==> config.mk <==
export PLATFORM = sky130hd
export DESIGN_NAME = trace_status_enc
export DESIGN_NICKNAME = d
export VERILOG_FILES = /design/src/rtl/tse_pkg.sv /design/src/rtl/tse_status_sel.sv /design/src/rtl/tse_target_q.sv /design/src/rtl/trace_status_enc.sv
export SDC_FILE = /design/constraint.sdc
export NUM_CORES = 1
export LEC_CHECK = 0
export BUFFER_PORTS_ARGS = -buffer_cell sky130_fd_sc_hd__buf_2
export CAP_MARGIN = 20
export CORE_ASPECT_RATIO = 0.5
export CORE_MARGIN = 8
export CORE_UTILIZATION = 50
export CTS_CLUSTER_DIAMETER = 200
export DETAILED_ROUTE_END_ITERATION = 8
export PLACE_DENSITY = 0.83
export SYNTH_ARGS = -nofsm -noshare
export SYNTH_HDL_FRONTEND = slang
export SYNTH_SLANG_ARGS = --single-unit
export TNS_END_PERCENT = 1
==> constraint.sdc <==
create_clock -name clk -period 2.7 [get_ports clk]
set_input_delay 0.27 -clock clk [delete_from_list [all_inputs] [get_ports clk]]
set_output_delay 0.27 -clock clk [all_outputs]
set_load 0.005 [all_outputs]
==> src/rtl/tse_pkg.sv <==
package tse_pkg;

  typedef enum logic [3:0] {
    ST_IDLE   = 4'h0,
    ST_INSN   = 4'h1,
    ST_USER   = 4'h3,
    ST_PULSE  = 4'h4,
    ST_BRANCH = 4'h5,
    ST_RTE    = 4'h7,
    ST_EXC    = 4'hC,
    ST_EMU    = 4'hD,
    ST_STOP   = 4'hE,
    ST_HALT   = 4'hF
  } st_code_e;

  localparam int BSEL_W = 3;

  // Limit a byte selection to what the address width can supply.
  function automatic logic [BSEL_W-1:0] clamp_bytes(input logic [BSEL_W-1:0] sel,
                                                    input int max_b);
    if (int'(sel) > max_b) return BSEL_W'(max_b);
    return sel;
  endfunction

  // Status code that announces an n-byte transfer (n >= 1).
  function automatic logic [3:0] count_code(input logic [BSEL_W-1:0] nb);
    return 4'd7 + {1'b0, nb};
  endfunction

  // Number of nibble cycles for an n-byte transfer.
  function automatic logic [3:0] nibble_total(input logic [BSEL_W-1:0] nb);
    return {nb, 1'b0};
  endfunction

endpackage

==> src/rtl/tse_status_sel.sv <==
module tse_status_sel
  import tse_pkg::*;
(
  input  logic              ev_insn,
  input  logic              ev_branch,
  input  logic              ev_user,
  input  logic              ev_pulse,
  input  logic              ev_rte,
  input  logic              ev_exc,
  input  logic              ev_emu,
  input  logic              ev_stop,
  input  logic              ev_halt,
  input  logic              ann_pending,
  input  logic [BSEL_W-1:0] ann_bytes,
  output logic [3:0]        code_nxt,
  output logic              held,
  output logic              ann_fire,
  output logic              branch_won
);

  logic any_strobe;

  assign held       = ev_halt | ev_stop | ev_emu | ev_exc;
  assign any_strobe = ev_insn | ev_branch | ev_user | ev_pulse | ev_rte;
  assign ann_fire   = ann_pending & ~held & ~any_strobe;
  assign branch_won = ev_branch & ~held;

  always_comb begin
    code_nxt = ST_IDLE;
    if (ev_halt)        code_nxt = ST_HALT;
    else if (ev_stop)   code_nxt = ST_STOP;
    else if (ev_emu)    code_nxt = ST_EMU;
    else if (ev_exc)    code_nxt = ST_EXC;
    else if (ev_branch) code_nxt = ST_BRANCH;
    else if (ev_rte)    code_nxt = ST_RTE;
    else if (ev_pulse)  code_nxt = ST_PULSE;
    else if (ev_user)   code_nxt = ST_USER;
    else if (ev_insn)   code_nxt = ST_INSN;
    else if (ann_pending) code_nxt = count_code(ann_bytes);
  end

endmodule

==> src/rtl/tse_target_q.sv <==
module tse_target_q
  import tse_pkg::*;
#(
  parameter int ADDR_W = 32
) (
  input  logic              clk,
  input  logic              rst_n,
  input  logic              req,
  input  logic [ADDR_W-1:0] req_addr,
  input  logic [BSEL_W-1:0] req_bytes,
  input  logic              ann_fire,
  output logic              ann_pending,
  output logic [BSEL_W-1:0] ann_bytes,
  output logic [3:0]        ddata,
  output logic              ovf
);

  localparam int CNT_W = 4;

  logic              cur_v, cur_sh;
  logic [ADDR_W-1:0] cur_addr;
  logic [BSEL_W-1:0] cur_nb;
  logic [CNT_W-1:0]  cnt;
  logic              buf_v;
  logic [ADDR_W-1:0] buf_addr;
  logic [BSEL_W-1:0] buf_nb;
  logic [3:0]        ddata_q;
  logic              ovf_q;

  // Named events for the assertions.
  logic shifting, finishing, drop;
  assign shifting    = cur_v & cur_sh;
  assign finishing   = shifting & (cnt == CNT_W'(1));
  assign drop        = req & cur_v & ~finishing & buf_v;
  assign ann_pending = cur_v & ~cur_sh;
  assign ann_bytes   = cur_nb;
  assign ddata       = ddata_q;
  assign ovf         = ovf_q;

  always_ff @(posedge clk) begin
    if (!rst_n) begin
      cur_v    <= 1'b0;
      cur_sh   <= 1'b0;
      cur_addr <= '0;
      cur_nb   <= '0;
      cnt      <= '0;
      buf_v    <= 1'b0;
      buf_addr <= '0;
      buf_nb   <= '0;
      ddata_q  <= 4'h0;
      ovf_q    <= 1'b0;
    end else begin
      ddata_q <= 4'h0;
      if (shifting) begin
        ddata_q  <= cur_addr[3:0];
        cur_addr <= cur_addr >> 4;
        cnt      <= cnt - CNT_W'(1);
      end
      if (ann_fire) begin
        cur_sh <= 1'b1;
        cnt    <= nibble_total(cur_nb);
      end
      if (!cur_v) begin
        if (req) begin
          cur_v    <= 1'b1;
          cur_sh   <= 1'b0;
          cur_addr <= req_addr;
          cur_nb   <= req_bytes;
        end
      end else if (finishing) begin
        if (buf_v) begin
          cur_v    <= 1'b1;
          cur_sh   <= 1'b0;
          cur_addr <= buf_addr;
          cur_nb   <= buf_nb;
          buf_v    <= req;
          if (req) begin
            buf_addr <= req_addr;
            buf_nb   <= req_bytes;
          end
        end else if (req) begin
          cur_v    <= 1'b1;
          cur_sh   <= 1'b0;
          cur_addr <= req_addr;
          cur_nb   <= req_bytes;
        end else begin
          cur_v  <= 1'b0;
          cur_sh <= 1'b0;
        end
      end else if (req) begin
        if (!buf_v) begin
          buf_v    <= 1'b1;
          buf_addr <= req_addr;
          buf_nb   <= req_bytes;
        end
      end
      if (drop) ovf_q <= 1'b1;
    end
  end

  // the buffer is only ever occupied behind a live current entry
  a_r8_buf_behind_cur: assert property (@(posedge clk) disable iff (!rst_n)
    buf_v |-> cur_v);

  // once raised, the overflow flag never clears without reset
  a_r9_ovf_sticky: assert property (@(posedge clk) disable iff (!rst_n)
    ovf_q |=> ovf_q);

  // a dropped request raises the flag on the next cycle
  a_r9_drop_flags: assert property (@(posedge clk) disable iff (!rst_n)
    drop |=> ovf_q);

  // with nothing shifting, the next data nibble is zero
  a_r6_quiet_data: assert property (@(posedge clk) disable iff (!rst_n)
    !shifting |=> (ddata_q == 4'h0));

  // an announcement never coincides with an active shift
  a_r5_no_ann_while_shift: assert property (@(posedge clk) disable iff (!rst_n)
    ann_fire |-> !shifting);

endmodule

==> src/rtl/trace_status_enc.sv <==
module trace_status_enc
  import tse_pkg::*;
#(
  parameter int ADDR_W = 32
) (
  input  logic              clk,
  input  logic              rst_n,
  input  logic              ev_insn,
  input  logic              ev_branch,
  input  logic              ev_user,
  input  logic              ev_pulse,
  input  logic              ev_rte,
  input  logic              ev_exc,
  input  logic              ev_emu,
  input  logic              ev_stop,
  input  logic              ev_halt,
  input  logic              br_variant,
  input  logic [ADDR_W-1:0] br_target,
  input  logic [2:0]        br_bytes,
  output logic [3:0]        pst,
  output logic [3:0]        ddata,
  output logic              ovf
);

  localparam int MAX_BYTES = (ADDR_W / 8 > 4) ? 4 : ADDR_W / 8;

  logic [3:0]        code_nxt;
  logic              held, ann_fire, branch_won, ann_pending;
  logic [BSEL_W-1:0] ann_bytes, sel_bytes;
  logic              req;
  logic [3:0]        pst_q;

  assign sel_bytes = clamp_bytes(br_bytes, MAX_BYTES);
  assign req       = branch_won & br_variant & (sel_bytes != '0);

  tse_status_sel u_sel (
    .ev_insn    (ev_insn),
    .ev_branch  (ev_branch),
    .ev_user    (ev_user),
    .ev_pulse   (ev_pulse),
    .ev_rte     (ev_rte),
    .ev_exc     (ev_exc),
    .ev_emu     (ev_emu),
    .ev_stop    (ev_stop),
    .ev_halt    (ev_halt),
    .ann_pending(ann_pending),
    .ann_bytes  (ann_bytes),
    .code_nxt   (code_nxt),
    .held       (held),
    .ann_fire   (ann_fire),
    .branch_won (branch_won)
  );

  tse_target_q #(.ADDR_W(ADDR_W)) u_q (
    .clk        (clk),
    .rst_n      (rst_n),
    .req        (req),
    .req_addr   (br_target),
    .req_bytes  (sel_bytes),
    .ann_fire   (ann_fire),
    .ann_pending(ann_pending),
    .ann_bytes  (ann_bytes),
    .ddata      (ddata),
    .ovf        (ovf)
  );

  always_ff @(posedge clk) begin
    if (!rst_n) pst_q <= ST_IDLE;
    else        pst_q <= code_nxt;
  end
  assign pst = pst_q;

  // reserved codes never leave the block
  a_r4_no_reserved: assert property (@(posedge clk) disable iff (!rst_n)
    (pst != 4'h2) && (pst != 4'h6));

  // a halt condition shows as code F on the following cycle
  a_r3_halt_wins: assert property (@(posedge clk) disable iff (!rst_n)
    ev_halt |=> (pst == 4'hF));

  // any level condition keeps count codes off the next cycle
  a_r3_held_blocks_ann: assert property (@(posedge clk) disable iff (!rst_n)
    held |=> (pst >= 4'hC));

  // a fired announcement appears as a count code next cycle
  a_r5_ann_code: assert property (@(posedge clk) disable iff (!rst_n)
    ann_fire |=> (pst >= 4'h8 && pst <= 4'hB));

  // a quiet cycle with nothing pending drives code 0
  a_r2_idle_zero: assert property (@(posedge clk) disable iff (!rst_n)
    (!held && !ev_insn && !ev_branch && !ev_user && !ev_pulse && !ev_rte && !ann_pending)
      |=> (pst == 4'h0));

endmodule

# [Word level (Yosys, flattened, before mapping)]
# Cells that the tools add are included.
[totals] ff_bits=86 in_bits=47 out_inout_bits=9
[classes] add_sub_neg=2 order_cmp=1 n_eq_ne=5 mux=45 bitwise_logic=23 n_reduce_logical=7
[op_table] cell="32-bit 2-to-1 mux" n=10
[op_table] cell="4-bit 2-to-1 mux" n=12
[op_table] cell="3-bit 2-to-1 mux" n=11
[op_table] cell="1-bit 2-to-1 mux" n=12
[op_table] cell="1-bit AND" n=11
[op_table] cell="1-bit bitwise OR" n=7
[op_table] cell="1-bit inverter" n=5
[op_table] cell="5-bit AND reduction" n=1
[op_table] cell="3-bit by 3-bit adder with 4-bit output, first input constant" n=1
[op_table] cell="4-bit by 1-bit == test with 1-bit output, second input constant" n=1
[op_table] cell="2-bit by 1-bit inequality test with 1-bit output, second input constant" n=2
[op_table] cell="2-bit inequality test, second input constant" n=2
[op_table] cell="2-bit AND reduction" n=2
[op_table] cell="2-bit nonzero test" n=2
[op_table] cell="4-bit by 1-bit subtractor with 4-bit output, second input constant" n=1
[op_table] cell="3-bit > comparator, second input constant" n=1
[op_table] cell="3-bit nonzero test" n=1
[op_table] cell="2-bit OR reduction" n=1

# [Longest topological paths before layout]
# Gate-level depths: netlist of run 1.
[depth] word_depth=12 ltp_mapped=8

# [Cells and area by module]
# From an unflattened synthesis of run 1, not the netlist that was laid out.
[unflattened] cells_unflattened=550 hier_area_um2=4877.2
[modules_own_cells] mod="tse_target_q" n_inst=1 cells_per_inst=511 area_per_inst_um2=4554.4 seq_area_each_um2=1641.6
[modules_own_cells] mod="tse_status_sel" n_inst=1 cells_per_inst=27 area_per_inst_um2=191.4 seq_area_each_um2=0.0
[modules_own_cells] mod="trace_status_enc" n_inst=1 cells_per_inst=12 area_per_inst_um2=131.4 seq_area_each_um2=80.1

# [Worst setup path before layout of run 1]
# OpenSTA, ideal clock, no wires.
[synth_path] path_kind="input port to flip-flop" from="input port ev_halt" to="register u_q.cur_addr[31]" setup_ps=130 arrival_ps=1705 slack_ps=864 stages=6 cell_sequence="or4_4 -> or3_1 -> buf_2 -> buf_6 -> o2111ai_2 -> o211ai_1"
[synth_via] elab_chain_cells=11
[synth_lines] element="start: declaration" line_no="trace_status_enc.sv:16" source="input logic ev_halt,"
[synth_lines] element="1-bit bitwise OR * (3 in a row)" line_no="tse_status_sel.sv:23" source="assign held = ev_halt | ev_stop | ev_emu | ev_exc;"
[synth_lines] element="1-bit inverter *" line_no="tse_status_sel.sv:26" source="assign branch_won = ev_branch & ~held;"
[synth_lines] element="1-bit AND *" line_no="tse_status_sel.sv:26"
[synth_lines] element="1-bit AND * (2 in a row)" line_no="trace_status_enc.sv:34" source="assign req = branch_won & br_variant & (sel_bytes != '0);"
[synth_lines] element="32-bit 2-to-1 mux *" line_no="tse_target_q.sv:64, tse_target_q.sv:81"
[synth_lines] element="32-bit 2-to-1 mux" line_no="tse_target_q.sv:71" source="if (buf_v) begin"
[synth_lines] element="32-bit 2-to-1 mux" line_no="tse_target_q.sv:70" source="end else if (finishing) begin"
[synth_lines] element="32-bit 2-to-1 mux *" line_no="tse_target_q.sv:63" source="if (!cur_v) begin"
[synth_lines] element="end signal: assignment" line_no="tse_target_q.sv:67" source="cur_addr <= req_addr;"
[synth_lines] element="end signal: assignment" line_no="tse_target_q.sv:74" source="cur_addr <= buf_addr;"
[synth_lines] element="end signal: assignment" line_no="tse_target_q.sv:84" source="cur_addr <= req_addr;"
[synth_lines] element="end: declaration" line_no="tse_target_q.sv:21" source="logic [ADDR_W-1:0] cur_addr;"
# Mark *: on every way between the ends. The rest lies on a longest branch, timed or not.
# A chain may end at the register's enable or synchronous reset.

# [Worst setup path in the final report of run 1]
[layout_path] from="register u_q.cnt[0]" to="register u_q.cur_addr[3]"
[layout_via] elab_chain_cells=4
[layout_lines] element="start: declaration" line_no="tse_target_q.sv:23" source="logic [CNT_W-1:0] cnt;"
[layout_lines] element="start signal: assignment" line_no="tse_target_q.sv:57" source="cnt <= cnt - CNT_W'(1);"
[layout_lines] element="start signal: assignment" line_no="tse_target_q.sv:61" source="cnt <= nibble_total(cur_nb);"
[layout_lines] element="4-bit by 1-bit == test with 1-bit output" line_no="tse_target_q.sv:33" source="assign finishing = shifting & (cnt == CNT_W'(1));"
[layout_lines] element="1-bit AND" line_no="tse_target_q.sv:33"
[layout_lines] element="32-bit 2-to-1 mux" line_no="tse_target_q.sv:70"
[layout_lines] element="32-bit 2-to-1 mux" line_no="tse_target_q.sv:63"
# No other way between the ends.

==> results of run 1 <==
==> stage by stage <==
stage / cell area, sq um / util
finish: 4940 / 0.581
global route: 4940 / 0.581
CTS: 4940 / 0.581
detailed placement: 4590 / 0.540
global placement: 4590 / 0.540
floorplan: 4280 / -
==> layout by cell type, fill, tap and decap left out, drive strengths merged, types with 5 or more instances in the layout <==
master / n
nor3: 7
clkbuf: 12
nand2b: 30
and3: 6
buf: 68
a21oi: 9
dfxtp: 86
o21ai: 36
nand4: 29
nand2: 81
mux2i: 34
nand3: 7
a32o: 30
o32ai: 5
nor2: 10
inv: 6
o2bb2ai: 28
==> flip-flops by register name (all words and copies together), names as in the netlist <==
name and flops:
pst 4, u_q.ann_bytes 3, u_q.buf_addr 32, u_q.buf_nb 3, u_q.buf_v 1, u_q.cnt 4
u_q.cur_addr 32, u_q.cur_sh 1, u_q.cur_v 1, u_q.ddata 4, u_q.ovf 1
==> final timing paths <==
| path | end | startpoint |
|---|---|---|
| hold / removal | u_q.buf_addr[25] | br_target[25] |
| hold reg to reg | u_q.buf_addr[2] | u_q.buf_addr[2] |
| setup reg to reg | u_q.cur_addr[3] | u_q.cnt[0] |
| setup / recovery | u_q.cur_addr[3] | u_q.cnt[0] |
==> layout make-up <==
cell class,instances,area [sq um],share of cell area
multi-input cells,350,2330,0.472
clock buffers,12,267,0.0540
repair buffers,68,373,0.0755
clock inverters,4,77.6,0.0157
well taps,117,146,0.0297
inverters,6,22.5,0.00456
flip-flops and latches,86,1720,0.349
==> cell families (layout without fill, tap and decap cells) <==
logic type,after synthesis,in the layout,synth area share
muxes,34,34,0.0794
buffers and inverters,52,90,0.0599
AOI/OAI and AO/OA,122,122,0.216
and+or+nand+nor,187,187,0.225
xor gates and xnor gates,4,4,0.00818
adders and majority gates,3,3,0.00876
DFF,86,86,0.402
==> worst register-to-register path, cell delays in order (launching register included) <==
cell       delay [ps]
dfxtp_1           390
ha_1              160
and4bb_2          360
nand2b_1          270
buf_4             380
o2bb2ai_1         120
a32o_1            210
==> layer usage <==
metal,share of wire,vias up,global-route usage,routed length (um)
met5,0,-,0,0
met4,0.0069,0,0.0585,80
met3,0.068,10,0.0533,782
met2,0.45,132,0.317,5170
met1,0.48,1865,0.259,5550
li1,-,1876,-,-
==> power by group through the flow <==
stage	clock network (mW)	logic [mW]	registers, mW
finish	1.40	0.145	1.28
global route	1.47	0.159	1.28
CTS	1.42	0.144	1.28
detailed placement	0	0.143	1.31
global placement	0	0.138	1.31
floorplan	0	0.0742	1.31
==> metrics.yaml, run 1 <==
finalHoldWorstSlack_ps: 165
syn2layout_area_growth_pct: 15.2
max_freq_mhz: 499
ys_top_cells_by_count: "dfxtp_1, nand2_1, o21ai_0"
hold_violations: 0
grt_pass1_wl_um: 19100
cts_max_level: 3
path_clk_slew_ps: 60
cts-root-buf: "clkbuf_16"
synthesis.nets: 538
cts_setup_buffers: 0
ys_warn_count: 0
finalSetupTns_ps: 0
die-width_um: 147
cts_max_path_buffers: 2
switching_power_mw: 0.609
hpwl_um: 7750
port_buffers: 55
setup_ws_ps: 697
via_count: 3883
cts_made_buffers: 9
maxSlewViolCount: 0
synth.cell_area_sq_um: 4280
post-synth-top-area-cell: "dfxtp_1"
p_total_mw: 2.83
p_leak_nw: 2.05
startpoint_type: "flop"
wl_per_cell_um: 18.0
core_area_sq_um: 8500
arrival_ps: 2240
slew-limit-headroom: 0.451
final_cells: 643
clockPowerShare: 0.495
ys_types: 45
drt-total-wl_um: 11600
gp_congestion: 0.850
timing.setup.critical_path_class: "flop to flop"
pin_count: 56
drc: 0
p_per_area_nw_per_um2: 574
setup_viol: 0
syn_avg_cell_area_sq_um: 8.78
ctsResizeCount: 0
cts_hold_buf: 0
die_h_um: 81.5
drive_above_1_share: 0.173
crit_path_end_kind: "flop"
postSynth.asyncResetShare: 0
drt-initial-drc-count: 333
final_nets: 571
grt_max_degree: 60
yosysSeqAreaShare: 0.402
syn-instance-count: 488
rsz0062_at_grt: "no"
viasPerCell: 6.04
synth.most_common_cell: "dfxtp_1"
synth-edff-count: 0
critical_path_required_ps: 2940
clkSinkCount: 86
slowest_delay_ps: 390
core.rowCount: 24
clkLatencyLatePin_ps: 340
grt_pass1_vias: 3822
p_int_mw: 2.22
track_usage: 0.197
reg2reg_slack_ps: 700
irDropWorstVdd_mv: 0.350
crit_chain: "ha_1 -> and4bb_2 -> nand2b_1 -> buf_4 -> o2bb2ai_1 -> a32o_1"
critPathMaxFanout: 28
dp_cells: 627
r2r_cells: 6
n_antenna_cell: 0
synth-main-ff-cell: "dfxtp_1"
ant_nets: 0
timing.final.crit_share: 0.742
combinationalPowerShare: 0.051
worstSetupPathDepth: 6
drv_cap: 0
fill_cells: 728
synth.top_cell.area_share: 0.402
p_seq_frac: 0.453
worst_path_max_delay_cell: "dfxtp_1"
holdPathStages: 3
status: "finished clean"
sw_frac_of_total: 0.215
finClkSkew_ps: 6.77
path_buf_inv: 1
antenna_found_initial: 0
initial_core_util: 0.504
ys_ff_latch: 86
period_minus_slack_ps: 2000
hold_class: "primary input to flop"
synth_area_leaders: "dfxtp_1, mux2i_1, nand2_1, a32o_1, o2bb2ai_1"
pre_cts_slack_ps: 601
dieArea_sq_um: 12000
crit_family: "simple AND/OR/NAND/NOR gates"
overflow: 0
worst_pin_slew_ps: 816
cts_tree: "yes"
drtPass1Iterations: 5
No activity file was read; power rests on OpenSTA's default activity.
==> inputs of run 2 (changes only) <==
==> constraint.sdc (replaced) <==
create_clock -name clk -period 2.1 [get_ports clk]
set_input_delay 0.21 -clock clk [delete_from_list [all_inputs] [get_ports clk]]
set_output_delay 0.21 -clock clk [all_outputs]
set_load 0.005 [all_outputs]
==> run 2 against run 1 <==
  * Setup slack got worse by 440 ps
  * Core utilization rose by 0.66 points
  * Global-route usage rose by 0.66 points
  * Worst hold slack got worse by 61 ps
  * Design area rose by 1.1%
  * Clock skew barely moved
  * Non-clock buffer count rose by 3
  * Sequential share of layout area fell by 0.39 points
  * Count of clock-buffer cells in the layout fell by 2
==> metrics.yaml, run 2 (synthesized netlist as in run 1, its figures left out) <==
sw_frac_of_total: 0.222
path_clk_slew_ps: 60
status: "finished clean"
timing.final.crit_share: 0.879
min_to: "u_q.buf_addr[14]"
clockPowerShare: 0.479
track_usage: 0.204
rsz0062_at_grt: "no"
crit_chain: "inv_1 -> ha_1 -> and4bb_2 -> nor2b_1 -> nor3_2 -> buf_4 -> a32o_1"
hold_class: "primary input to flop"
slowest_delay_ps: 360
cts_max_path_buffers: 2
core_area_sq_um: 8500
max_freq_mhz: 542
ctsResizeCount: 0
ant_nets: 0
path_buf_inv: 2
worst_pin_slew_ps: 764
clkSinkCount: 86
pin_count: 56
port_buffers: 55
setup_viol: 0
hold_violations: 0
p_seq_frac: 0.465
clkLatencyLatePin_ps: 350
wl_per_cell_um: 18.6
r2r_start: "u_q.cnt[1]"
timing.setup.critical_path_class: "flop to flop"
overflow: 0
switching_power_mw: 0.787
setup_ws_ps: 254
finalSetupTns_ps: 0
cts-root-buf: "clkbuf_16"
hold_start: "br_target[14]"
p_int_mw: 2.76
dieArea_sq_um: 12000
p_per_area_nw_per_um2: 711
core.rowCount: 24
final_common_cell: "dfxtp_1"
finClkSkew_ps: 6.56
period_minus_slack_ps: 1850
r2r_cells: 7
n_antenna_cell: 0
cts_setup_buffers: 0
grt_pass1_wl_um: 19500
startpoint_type: "flop"
via_count: 3976
grt_max_degree: 77
hpwl_um: 7830
reg2reg_to: "u_q.cur_addr[9]"
cts_tree: "yes"
initial_core_util: 0.504
worst_path_max_delay_cell: "dfxtp_1"
crit_path_end_kind: "flop"
slew-limit-headroom: 0.491
gp_congestion: 0.844
grt_pass1_vias: 3941
critPathMaxFanout: 28
drtPass1Iterations: 5
cts_made_buffers: 9
p_leak_nw: 2.07
drive_above_1_share: 0.176
drc: 0
die_h_um: 81.5
drt-total-wl_um: 12000
syn2layout_area_growth_pct: 16.5
cts_hold_buf: 0
die-width_um: 147
maxSlewViolCount: 0
drt-initial-drc-count: 333
cts_max_level: 3
pre_cts_slack_ps: 74.8
critical_path_required_ps: 2330
final_cell_mix: "dfxtp_1, nand2_1, buf_2"
final_nets: 574
viasPerCell: 6.15
drv_cap: 0
irDropWorstVdd_mv: 0.466
combinationalPowerShare: 0.056
reg_top3: "u_q.buf_addr: 32 flops, u_q.cur_addr: 32 flops"
arrival_ps: 2080
crit_family: "simple AND/OR/NAND/NOR gates"
antenna_found_initial: 0
holdPathStages: 3
reg2reg_slack_ps: 250
run 2: routing by layer:
layer	track usage	vias up	share of wire
li1	-	1875	-
met1	0.257	1920	0.46
met2	0.331	166	0.44
met3	0.0616	15	0.080
met4	0.0767	0	0.012
met5	0	-	0
run 2: area by class of cell:
cell class                 instances  area (sq um)
clock inverter                     6          86.3
clock buffer                      10           229
timing repair buffer              71           458
fill                             709          3510
sequential                        86          1720
tap                              117           146
multi-input combinational        350          2330
inverter                           6          22.5
run 2: metrics by stage:
step                      hold WS, ps  area, sq um   util  instances  total power [mW]
after CTS                        97.8         4990  0.587        646              3.57
after global placement            438         4680  0.550        630              1.87
after global routing              108         4990  0.587        646              3.65
after floorplan                   353         4280      -        488              1.78
after detailed placement          445         4680  0.550        630              1.88
final                             103         4990  0.587        646              3.55
run 2: worst min-delay path, cell delays in order:
cell	delay, ps
buf_2	80
nand4_1	60
o21ai_0	70
run 2: power by group through the flow:
| stage | logic [mW] | clock network, mW | registers (mW) |
|---|---|---|---|
| after CTS | 0.194 | 1.73 | 1.65 |
| final | 0.197 | 1.70 | 1.65 |
| after global routing | 0.213 | 1.78 | 1.65 |
| after global placement | 0.185 | 0 | 1.69 |
| after detailed placement | 0.193 | 0 | 1.69 |
| after floorplan | 0.0954 | 0 | 1.69 |
run 2: worst max path at each step:
stage,start,to,cells after the start
6_report,u_q.cnt[1],u_q.cur_addr[9],7
5_1_grt,u_q.cur_v,u_q.cur_addr[20],5
4_1_cts,u_q.cnt[1],u_q.cur_addr[9],7
3_5_place_dp,ev_halt,u_q.buf_addr[30],7
3_3_place_gp,ev_halt,u_q.buf_nb[0],7
2_1_floorplan,u_q.cnt[1],u_q.buf_nb[2],8
==> inputs of run 3 (changes only) <==
==> constraint.sdc (replaced) <==
create_clock -name clk -period 2.4 [get_ports clk]
set_input_delay 0.24 -clock clk [delete_from_list [all_inputs] [get_ports clk]]
set_output_delay 0.24 -clock clk [all_outputs]
set_load 0.005 [all_outputs]
==> run 3 against run 2 <==
  * Routed wire length up 1.1%
  * Worst hold slack better by 36 ps
  * Total power down 5.1%
  * Core utilization up 0.40 points
  * Via count up 1.2%
  * First-iteration DRC count up 20%
  * Sequential power down 12%
  * Clock power up 3%
  * Global-route usage up 0.34 points
  * Setup slack better by 84 ps
  * Highest routed layer unchanged
==> metrics.yaml, run 3 (synthesized netlist as in run 1, its figures left out) <==
combinationalPowerShare: 0.051
p_seq_frac: 0.429
via_count: 4025
timing.setup.critical_path_class: "flop to flop"
core_area_sq_um: 8500
crit_path_end_kind: "flop"
hpwl_um: 7860
period_minus_slack_ps: 2060
status: "finished clean"
cts_max_level: 3
multi_input_area_sq_um: 2330
drt-initial-drc-count: 400
grt_pass1_wl_um: 19900
grt_pass1_vias: 3940
cts_max_path_buffers: 2
slew-limit-headroom: 0.598
clockPowerShare: 0.521
crit_chain: "and2_0 -> and2_1 -> buf_4 -> a22oi_1 -> o32ai_1"
switching_power_mw: 0.683
drt-total-wl_um: 12200
p_int_mw: 2.69
setup_viol: 0
drtPass1Iterations: 5
drc: 0
die-width_um: 147
clkLatencyLatePin_ps: 340
rsz0062_at_grt: "no"
slowest_delay_ps: 590
viasPerCell: 6.24
irDropWorstVdd_mv: 0.373
final_nets: 573
track_usage: 0.207
die_h_um: 81.5
reg_top3: "u_q.buf_addr: 32 flops, u_q.cur_addr: 32 flops"
final_common_cell: "dfxtp_1"
core.rowCount: 24
ant_nets: 0
gp_congestion: 0.857
path_clk_slew_ps: 60
final_cell_mix: "dfxtp_1, nand2_1, buf_2"
pin_count: 56
dieArea_sq_um: 12000
cts_hold_buf: 0
arrival_ps: 2300
clkSinkCount: 86
sw_frac_of_total: 0.203
critical_path_required_ps: 2640
cts_made_buffers: 9
timing.final.crit_share: 0.859
wl_per_cell_um: 18.9
initial_core_util: 0.504
syn2layout_area_growth_pct: 17.3
p_leak_nw: 2.09
startpoint_type: "flop"
p_per_area_nw_per_um2: 670
p_total_mw: 3.37
hold_violations: 0
max_freq_mhz: 485
cts-root-buf: "clkbuf_16"
area.sequential_sq_um: 1720
worst_path_max_delay_cell: "dfxtp_1"
worst_pin_slew_ps: 595
antenna_found_initial: 0
fill_cells: 736
drive_above_1_share: 0.176
finalSetupTns_ps: 0
cts_setup_buffers: 0
overflow: 0
hold_class: "primary input to flop"
grt_max_degree: 111
critPathMaxFanout: 32
maxSlewViolCount: 0
port_buffers: 55
cts_tree: "yes"
n_antenna_cell: 0
drv_cap: 0
finClkSkew_ps: 4.29
ctsResizeCount: 0
[run 3: final cells by class]
class,instances,share of cell area
clock buffers,11,0.0503
clock inverters,5,0.0256
inverters,6,0.00448
multi-input cells,350,0.463
flip-flops and latches,86,0.343
well taps,117,0.0291
repair buffers,70,0.0846
[run 3: worst paths after layout]
check | start | endpoint | slack [ps] | cells past startpoint
worst max-delay path | u_q.cur_v | u_q.cur_addr[29] | 340 | 5
worst min-delay path | br_target[17] | u_q.buf_addr[17] | 140 | 3
worst max register to register | u_q.cur_v | u_q.cur_addr[29] | 340 | 5
worst min register to register | u_q.buf_nb[2] | u_q.buf_nb[2] | 460 | 2
[run 3: metrics by stage]
stage / cell area (sq um) / hold slack (ps) / std cells / setup slack [ps] / util
floorplan: 4280 / 383 / 488 / 589 / -
global placement: 4640 / 443 / 629 / 259 / 0.547
detailed placement: 4640 / 446 / 629 / 169 / 0.547
CTS: 5030 / 127 / 645 / 406 / 0.591
global route: 5030 / 142 / 645 / 274 / 0.591
finish: 5030 / 140 / 645 / 337 / 0.591
[run 3: power by group through the flow]
stage	clock [mW]	sequential, mW	combinational [mW]
after CTS	1.78	1.44	0.169
after detailed placement	0	1.48	0.167
after global placement	0	1.48	0.160
after floorplan	0	1.47	0.0834
final	1.75	1.45	0.170
after global routing	1.85	1.45	0.185
[run 3: layer usage]
metal / track usage / vias to the layer above / routed length [um]
met5: 0 / - / 0
met3: 0.0704 / 17 / 1150
met1: 0.277 / 1936 / 5580
met2: 0.316 / 195 / 5280
li1: - / 1877 / -
met4: 0.0575 / 0 / 145
[run 3: critical path, delay by kind of cell (launching register included)]
kind                   cells  cell delay [ps]
AOI/OAI and AO/OA          2              450
buffers and inverters      1              370
DFF                        1              590
and+or+nand+nor            2              550
